<file path="src/rtl/gpio_pkg.sv">
package gpio_pkg;
  localparam int OFS_DIR   = 'h400;
  localparam int OFS_SENSE = 'h404;
  localparam int OFS_BOTH  = 'h408;
  localparam int OFS_POL   = 'h40C;
  localparam int OFS_IE    = 'h410;
  localparam int OFS_RAW   = 'h414;
  localparam int OFS_MASK  = 'h418;
  localparam int OFS_CLR   = 'h41C;
  localparam int OFS_AF    = 'h420;

  // per-bit masked merge of a write into held data
  function automatic logic merge_bit(input logic old_v, input logic new_v, input logic sel);
    return sel ? new_v : old_v;
  endfunction

  // edge event from current and previous synchronized samples
  function automatic logic edge_hit(input logic cur, input logic prv,
                                    input logic both, input logic pol);
    logic rise, fall;
    rise = cur & ~prv;
    fall = ~cur & prv;
    if (both) return rise | fall;
    return pol ? rise : fall;
  endfunction

  // level match: pin equal to the selected active level
  function automatic logic level_hit(input logic cur, input logic pol);
    return cur == pol;
  endfunction
endpackage

</file>
<file path="src/rtl/gpio_input_sync.sv">
module gpio_input_sync #(
  parameter int W = 8
) (
  input  logic         clk,
  input  logic         rst_n,
  input  logic [W-1:0] pin_in,
  output logic [W-1:0] sync_o,
  output logic [W-1:0] prev_o
);
  logic [W-1:0] stage1_q, stage2_q, prev_q;

  always_ff @(posedge clk or negedge rst_n) begin
    if (!rst_n) begin
      stage1_q <= '0;
      stage2_q <= '0;
      prev_q   <= '0;
    end else begin
      stage1_q <= pin_in;
      stage2_q <= stage1_q;
      prev_q   <= stage2_q;
    end
  end

  assign sync_o = stage2_q;
  assign prev_o = prev_q;
endmodule

</file>
<file path="src/rtl/gpio_int_detect.sv">
module gpio_int_detect import gpio_pkg::*; #(
  parameter int W = 8
) (
  input  logic         clk,
  input  logic         rst_n,
  input  logic [W-1:0] cur,
  input  logic [W-1:0] prv,
  input  logic [W-1:0] sense,
  input  logic [W-1:0] both,
  input  logic [W-1:0] pol,
  input  logic [W-1:0] clr,
  input  logic [W-1:0] enable,
  output logic [W-1:0] evt_o,
  output logic [W-1:0] edge_o,
  output logic [W-1:0] raw_o,
  output logic [W-1:0] masked_o,
  output logic         irq_o
);
  logic [W-1:0] edge_q;

  for (genvar i = 0; i < W; i++) begin : g_pin
    assign evt_o[i] = edge_hit(cur[i], prv[i], both[i], pol[i]);

    always_ff @(posedge clk or negedge rst_n) begin
      if (!rst_n)        edge_q[i] <= 1'b0;
      else if (sense[i]) edge_q[i] <= 1'b0;
      else               edge_q[i] <= (edge_q[i] & ~clr[i]) | evt_o[i];
    end

    assign raw_o[i] = sense[i] ? level_hit(cur[i], pol[i]) : edge_q[i];
  end

  assign edge_o   = edge_q;
  assign masked_o = raw_o & enable;
  assign irq_o    = |masked_o;
endmodule

</file>
<file path="src/rtl/gpio_pin_mux.sv">
module gpio_pin_mux #(
  parameter int W = 8
) (
  input  logic [W-1:0] af_sel,
  input  logic [W-1:0] dir,
  input  logic [W-1:0] sw_data,
  input  logic [W-1:0] alt_out,
  input  logic [W-1:0] alt_oe,
  output logic [W-1:0] pin_out,
  output logic [W-1:0] pin_oe
);
  for (genvar i = 0; i < W; i++) begin : g_mux
    assign pin_out[i] = af_sel[i] ? alt_out[i] : sw_data[i];
    assign pin_oe[i]  = af_sel[i] ? alt_oe[i]  : dir[i];
  end
endmodule

</file>
<file path="src/rtl/apb_gpio8.sv">
module apb_gpio8 import gpio_pkg::*; #(
  parameter int NPINS = 8,
  parameter int AW    = 12
) (
  input  logic             clk,
  input  logic             rst_n,
  input  logic             psel,
  input  logic             penable,
  input  logic             pwrite,
  input  logic [AW-1:0]    paddr,
  input  logic [NPINS-1:0] pwdata,
  output logic [NPINS-1:0] prdata,
  input  logic [NPINS-1:0] pin_in,
  input  logic [NPINS-1:0] alt_out,
  input  logic [NPINS-1:0] alt_oe,
  output logic [NPINS-1:0] pin_out,
  output logic [NPINS-1:0] pin_oe,
  output logic             irq
);
  localparam int DSPAN = NPINS + 2;

  logic [NPINS-1:0] dir_q, sense_q, both_q, pol_q, ie_q, af_q, data_q;
  logic [NPINS-1:0] sync_v, prev_v, evt_vec, edge_vec, raw_vec, masked_vec, clr_vec;
  logic [NPINS-1:0] amask, rd_val;
  logic             wr_en, in_data_win, data_wr;

  assign wr_en       = psel & penable & pwrite;
  assign in_data_win = (paddr[AW-1:DSPAN] == '0);
  assign amask       = paddr[DSPAN-1:2];
  assign data_wr     = wr_en & in_data_win;
  assign clr_vec     = (wr_en && paddr == AW'(OFS_CLR)) ? pwdata : '0;

  always_ff @(posedge clk or negedge rst_n) begin
    if (!rst_n) begin
      dir_q   <= '0;
      sense_q <= '0;
      both_q  <= '0;
      pol_q   <= '0;
      ie_q    <= '0;
      af_q    <= '0;
    end else if (wr_en) begin
      if (paddr == AW'(OFS_DIR))   dir_q   <= pwdata;
      if (paddr == AW'(OFS_SENSE)) sense_q <= pwdata;
      if (paddr == AW'(OFS_BOTH))  both_q  <= pwdata;
      if (paddr == AW'(OFS_POL))   pol_q   <= pwdata;
      if (paddr == AW'(OFS_IE))    ie_q    <= pwdata;
      if (paddr == AW'(OFS_AF))    af_q    <= pwdata;
    end
  end

  for (genvar i = 0; i < NPINS; i++) begin : g_data
    always_ff @(posedge clk or negedge rst_n) begin
      if (!rst_n)       data_q[i] <= 1'b0;
      else if (data_wr) data_q[i] <= merge_bit(data_q[i], pwdata[i], amask[i]);
    end
  end

  gpio_input_sync #(.W(NPINS)) u_sync (
    .clk(clk), .rst_n(rst_n), .pin_in(pin_in), .sync_o(sync_v), .prev_o(prev_v)
  );

  gpio_int_detect #(.W(NPINS)) u_det (
    .clk(clk), .rst_n(rst_n), .cur(sync_v), .prv(prev_v), .sense(sense_q),
    .both(both_q), .pol(pol_q), .clr(clr_vec), .enable(ie_q), .evt_o(evt_vec),
    .edge_o(edge_vec), .raw_o(raw_vec), .masked_o(masked_vec), .irq_o(irq)
  );

  gpio_pin_mux #(.W(NPINS)) u_mux (
    .af_sel(af_q), .dir(dir_q), .sw_data(data_q), .alt_out(alt_out),
    .alt_oe(alt_oe), .pin_out(pin_out), .pin_oe(pin_oe)
  );

  always_comb begin
    rd_val = '0;
    if (in_data_win)                   rd_val = sync_v & amask;
    else if (paddr == AW'(OFS_DIR))    rd_val = dir_q;
    else if (paddr == AW'(OFS_SENSE))  rd_val = sense_q;
    else if (paddr == AW'(OFS_BOTH))   rd_val = both_q;
    else if (paddr == AW'(OFS_POL))    rd_val = pol_q;
    else if (paddr == AW'(OFS_IE))     rd_val = ie_q;
    else if (paddr == AW'(OFS_RAW))    rd_val = raw_vec;
    else if (paddr == AW'(OFS_MASK))   rd_val = masked_vec;
    else if (paddr == AW'(OFS_AF))     rd_val = af_q;
  end

  assign prdata = (psel && !pwrite) ? rd_val : '0;
endmodule

</file>
<file path="config.mk">
export PLATFORM = sky130hd
export DESIGN_NAME = apb_gpio8
export DESIGN_NICKNAME = d
export VERILOG_FILES = /design/src/rtl/gpio_pkg.sv /design/src/rtl/gpio_input_sync.sv /design/src/rtl/gpio_int_detect.sv /design/src/rtl/gpio_pin_mux.sv /design/src/rtl/apb_gpio8.sv
export SDC_FILE = /design/constraint.sdc
export NUM_CORES = 1
export LEC_CHECK = 0
export ABC_AREA = 1
export BUFFER_PORTS_ARGS = -buffer_cell sky130_fd_sc_hd__buf_2
export CAP_MARGIN = 20
export CORE_UTILIZATION = 35
export CTS_CLUSTER_DIAMETER = 80
export DETAILED_ROUTE_END_ITERATION = 8
export REMOVE_ABC_BUFFERS = 1
export SLEW_MARGIN = 20
export SYNTH_ARGS = -nofsm -noshare
export SYNTH_HDL_FRONTEND = slang
export SYNTH_SLANG_ARGS = --single-unit
</file>
<file path="constraint.sdc">
create_clock -name clk -period 1.66 [get_ports clk]
set_clock_uncertainty 0.2 [all_clocks]
set_input_delay 0.249 -clock clk [delete_from_list [all_inputs] [get_ports clk]]
set_output_delay 0.249 -clock clk [all_outputs]
set_load 0.02 [all_outputs]
</file>
==> run metrics <==
gpl congestion=0.8617; Critical Path AT=1.85 ns; maximum vdd drop=0.5376 mV; RSZ-0062 raised after global routing=true; area occupied by multi-input gates=2555 um^2; R2R Path End=u_det.edge_o[5]; via/cell ratio=4.836; Reg-to-Reg Start=u_sync.sync_o[5]; most common library cells after synthesis=nand2_1, dfrtp_1, inv_1; DRT iter0 DRCs=345; input/output buffers=73; share of post-route cells with drive strength above 1=0.3893; CTS root buf=clkbuf_16; Synth area leader=dfrtp_1; Final Max Slew Viols=0; final setup vio count=18; Hold Fails Final Rpt=0; power density cells=682.3 nW/um^2; IO Count=74; violated checks=setup timing; Rows=42; drt wl/cell=14.85 um; Seq/Total Area, Yosys=0.4511; placed cell area=6280 um^2; Tot GR Track Use=0.2240; Max Freq=0.4354 GHz; Hold Crit Class=in -> reg; design area=7332 um^2; Worst-path clk slew=0.06 ns; top post-synthesis cells by area=dfrtp_1, nand2_1, o21ai_0; first-pass GRT wire length=24380 um; DIE AREA=14430 um^2; Post-synth EDFFs=0; critical path fanouts, max=7; final setup margin=-0.6368 ns; total negative slack=-6.252 ns; flops & latches, synth=88; critical path data required time=1.21 ns; clk_lat worst skew=0.36 ns; crit path kind=in -> out; vias in the first global route=4861; Netlist cell types=29; CP Capture Type=output pin; CTS tree=done; Post-route DRC=0; Routed Antenna Nets=0; register area=2202 um^2; Post-synth ARST share=1.000; die height=120.1 um; Tightest Pin Transition=0.5089 ns; prevailing post-synth register cell=dfrtp_1; CTS H-tree lvls=3; fin crit share=1.384; Worst slew margin=0.6604; pre-CTS WS=-0.7353 ns; syn avg cell area=7.725 um^2; Max Cap Violations=0; DP HPWL=10990 um; total CTS buffers=9; Syn Inst Count=632; DR vias=5025; CTS sink count=88; Synth top area share=0.4511; post-route minimum period=2.297 ns; met1 Track Usage GR=0.2935; Initial Utilization=0.3643; min-delay src=paddr[4]; GRT met2 Usage=0.3696; grt peak-use layer=met2; drt pass-1 iters=5; Tot Pwr=5.002 mW; R2R depth=8; crit path launch type=primary input; Clock Tree Buf Depth=2; critical path endpoint=prdata[4]; total gr overflow=0; Yosys warning count=0; Post-Route WL=15430 um; synth-to-layout area growth=50.18%; hold slack final=0.05460 ns; NumNets Final=923; pin count of the biggest net entering global routing=41; placed insts=982; R2R setup slack=0.06 ns; Die X=120.1 um; post-route insts no fill=1039; antenna cells=0; Mapped Area=4882 um^2; most common cell in the synthesized netlist=nand2_1; Fillers=1282; Static Leak=3.659 nW; core area=13400 um^2; Util after Layout=0.5472; status=finished, violations left; initial antenna violation count=0; Critical Path Start=paddr[10]; GR Util met3=0.04420
[kinds of logic after synthesis]
family          count (synthesis)  share of synthesized area
fa+ha+maj                      16                    0.04100
simple gates                  321                     0.2965
compound gates                107                     0.1171
flops                          88                     0.4511
mux                             8                    0.01845
buf+inv                        92                    0.07586
[where the power goes]
| part | internal, mW | switching, mW | total (mW) |
|---|---|---|---|
| clock | 1.21 | 0.876 | 2.09 |
| combinational | 0.314 | 0.348 | 0.662 |
| sequential | 2.21 | 0.0398 | 2.25 |
| total | 3.74 | 1.26 | 5.00 |
[what timing repair did]
item                                    in CTS  in global routing
endpoints found under the setup margin      25                 31
hold buffers                                10                  0
gates resized for setup                     87                 66
setup buffers                               24                 12
cloned                                       0                  0
pin swaps                                   15                 38
endpoints found under the hold margin       97                  0
[worst max-delay path: stages]
cell and delay (ns):
buf_2 0.09, inv_1 0.06, nor2_4 0.17, nand3_2 0.16, nor3_1 0.23, nand2_2 0.23
o21ai_0 0.22, inv_1 0.09, a21oi_2 0.18, buf_4 0.16
[per-layer routing]
layer | part of all wire | vias to the layer above
met5 | 0 | -
met4 | 0.022 | 0
met3 | 0.061 | 25
li1 | - | 2480
met2 | 0.48 | 155
met1 | 0.44 | 2365
[worst min path at each step]
stage / endpoint / slack, ns / cells past startpoint
3_3_place_gp: u_sync.stage1_q[3] / -0.02 / 1
5_1_grt: pol_q[0] / 0.08 / 3
6_report: data_q[2] / 0.05 / 3
4_1_cts: pol_q[3] / 0.05 / 3
3_5_place_dp: data_q[3] / -0.02 / 1
2_1_floorplan: af_q[0] / -0.25 / 0
[sequential cells by signal, summed over array words and instances (netlist names)]
register,cells
dir_q,8
data_q,8
u_sync.stage1_q,8
u_sync.prev_o,8
af_q,8
ie_q,8
pol_q,8
u_sync.sync_o,8
sense_q,8
u_det.edge_o,8
both_q,8
[layout by cell type, fill, tap and decap left out, types with 2 or more instances in the layout]
cell,n
o21ai_1,20
buf_4,136
nand3_2,7
nand2_1,189
o21ai_0,55
a21oi_1,11
or2_4,5
dfrtp_1,88
buf_2,47
buf_6,24
a21oi_2,4
nor2_1,27
or2_2,2
dlygate4sd3_1,10
nor2_4,12
inv_2,15
ha_1,16
clkinv_2,3
nor3_4,4
nor3_1,3
nand3_1,29
nand4_1,10
clkinvlp_4,2
o21ai_2,16
nand2_2,23
inv_1,68
buf_12,5
nand2_4,3
clkbuf_16,9
mux2_4,8
nor2_2,2
[cell type report]
class | instances | share of cell area
clock buffers | 10 | 0.03259
clock inverters | 6 | 0.009044
inverters | 85 | 0.04403
multi-input cells | 452 | 0.3485
flip-flops and latches | 88 | 0.3003
well taps | 176 | 0.03003
repair buffers | 222 | 0.2355
(Power assumes the default switching activity.)
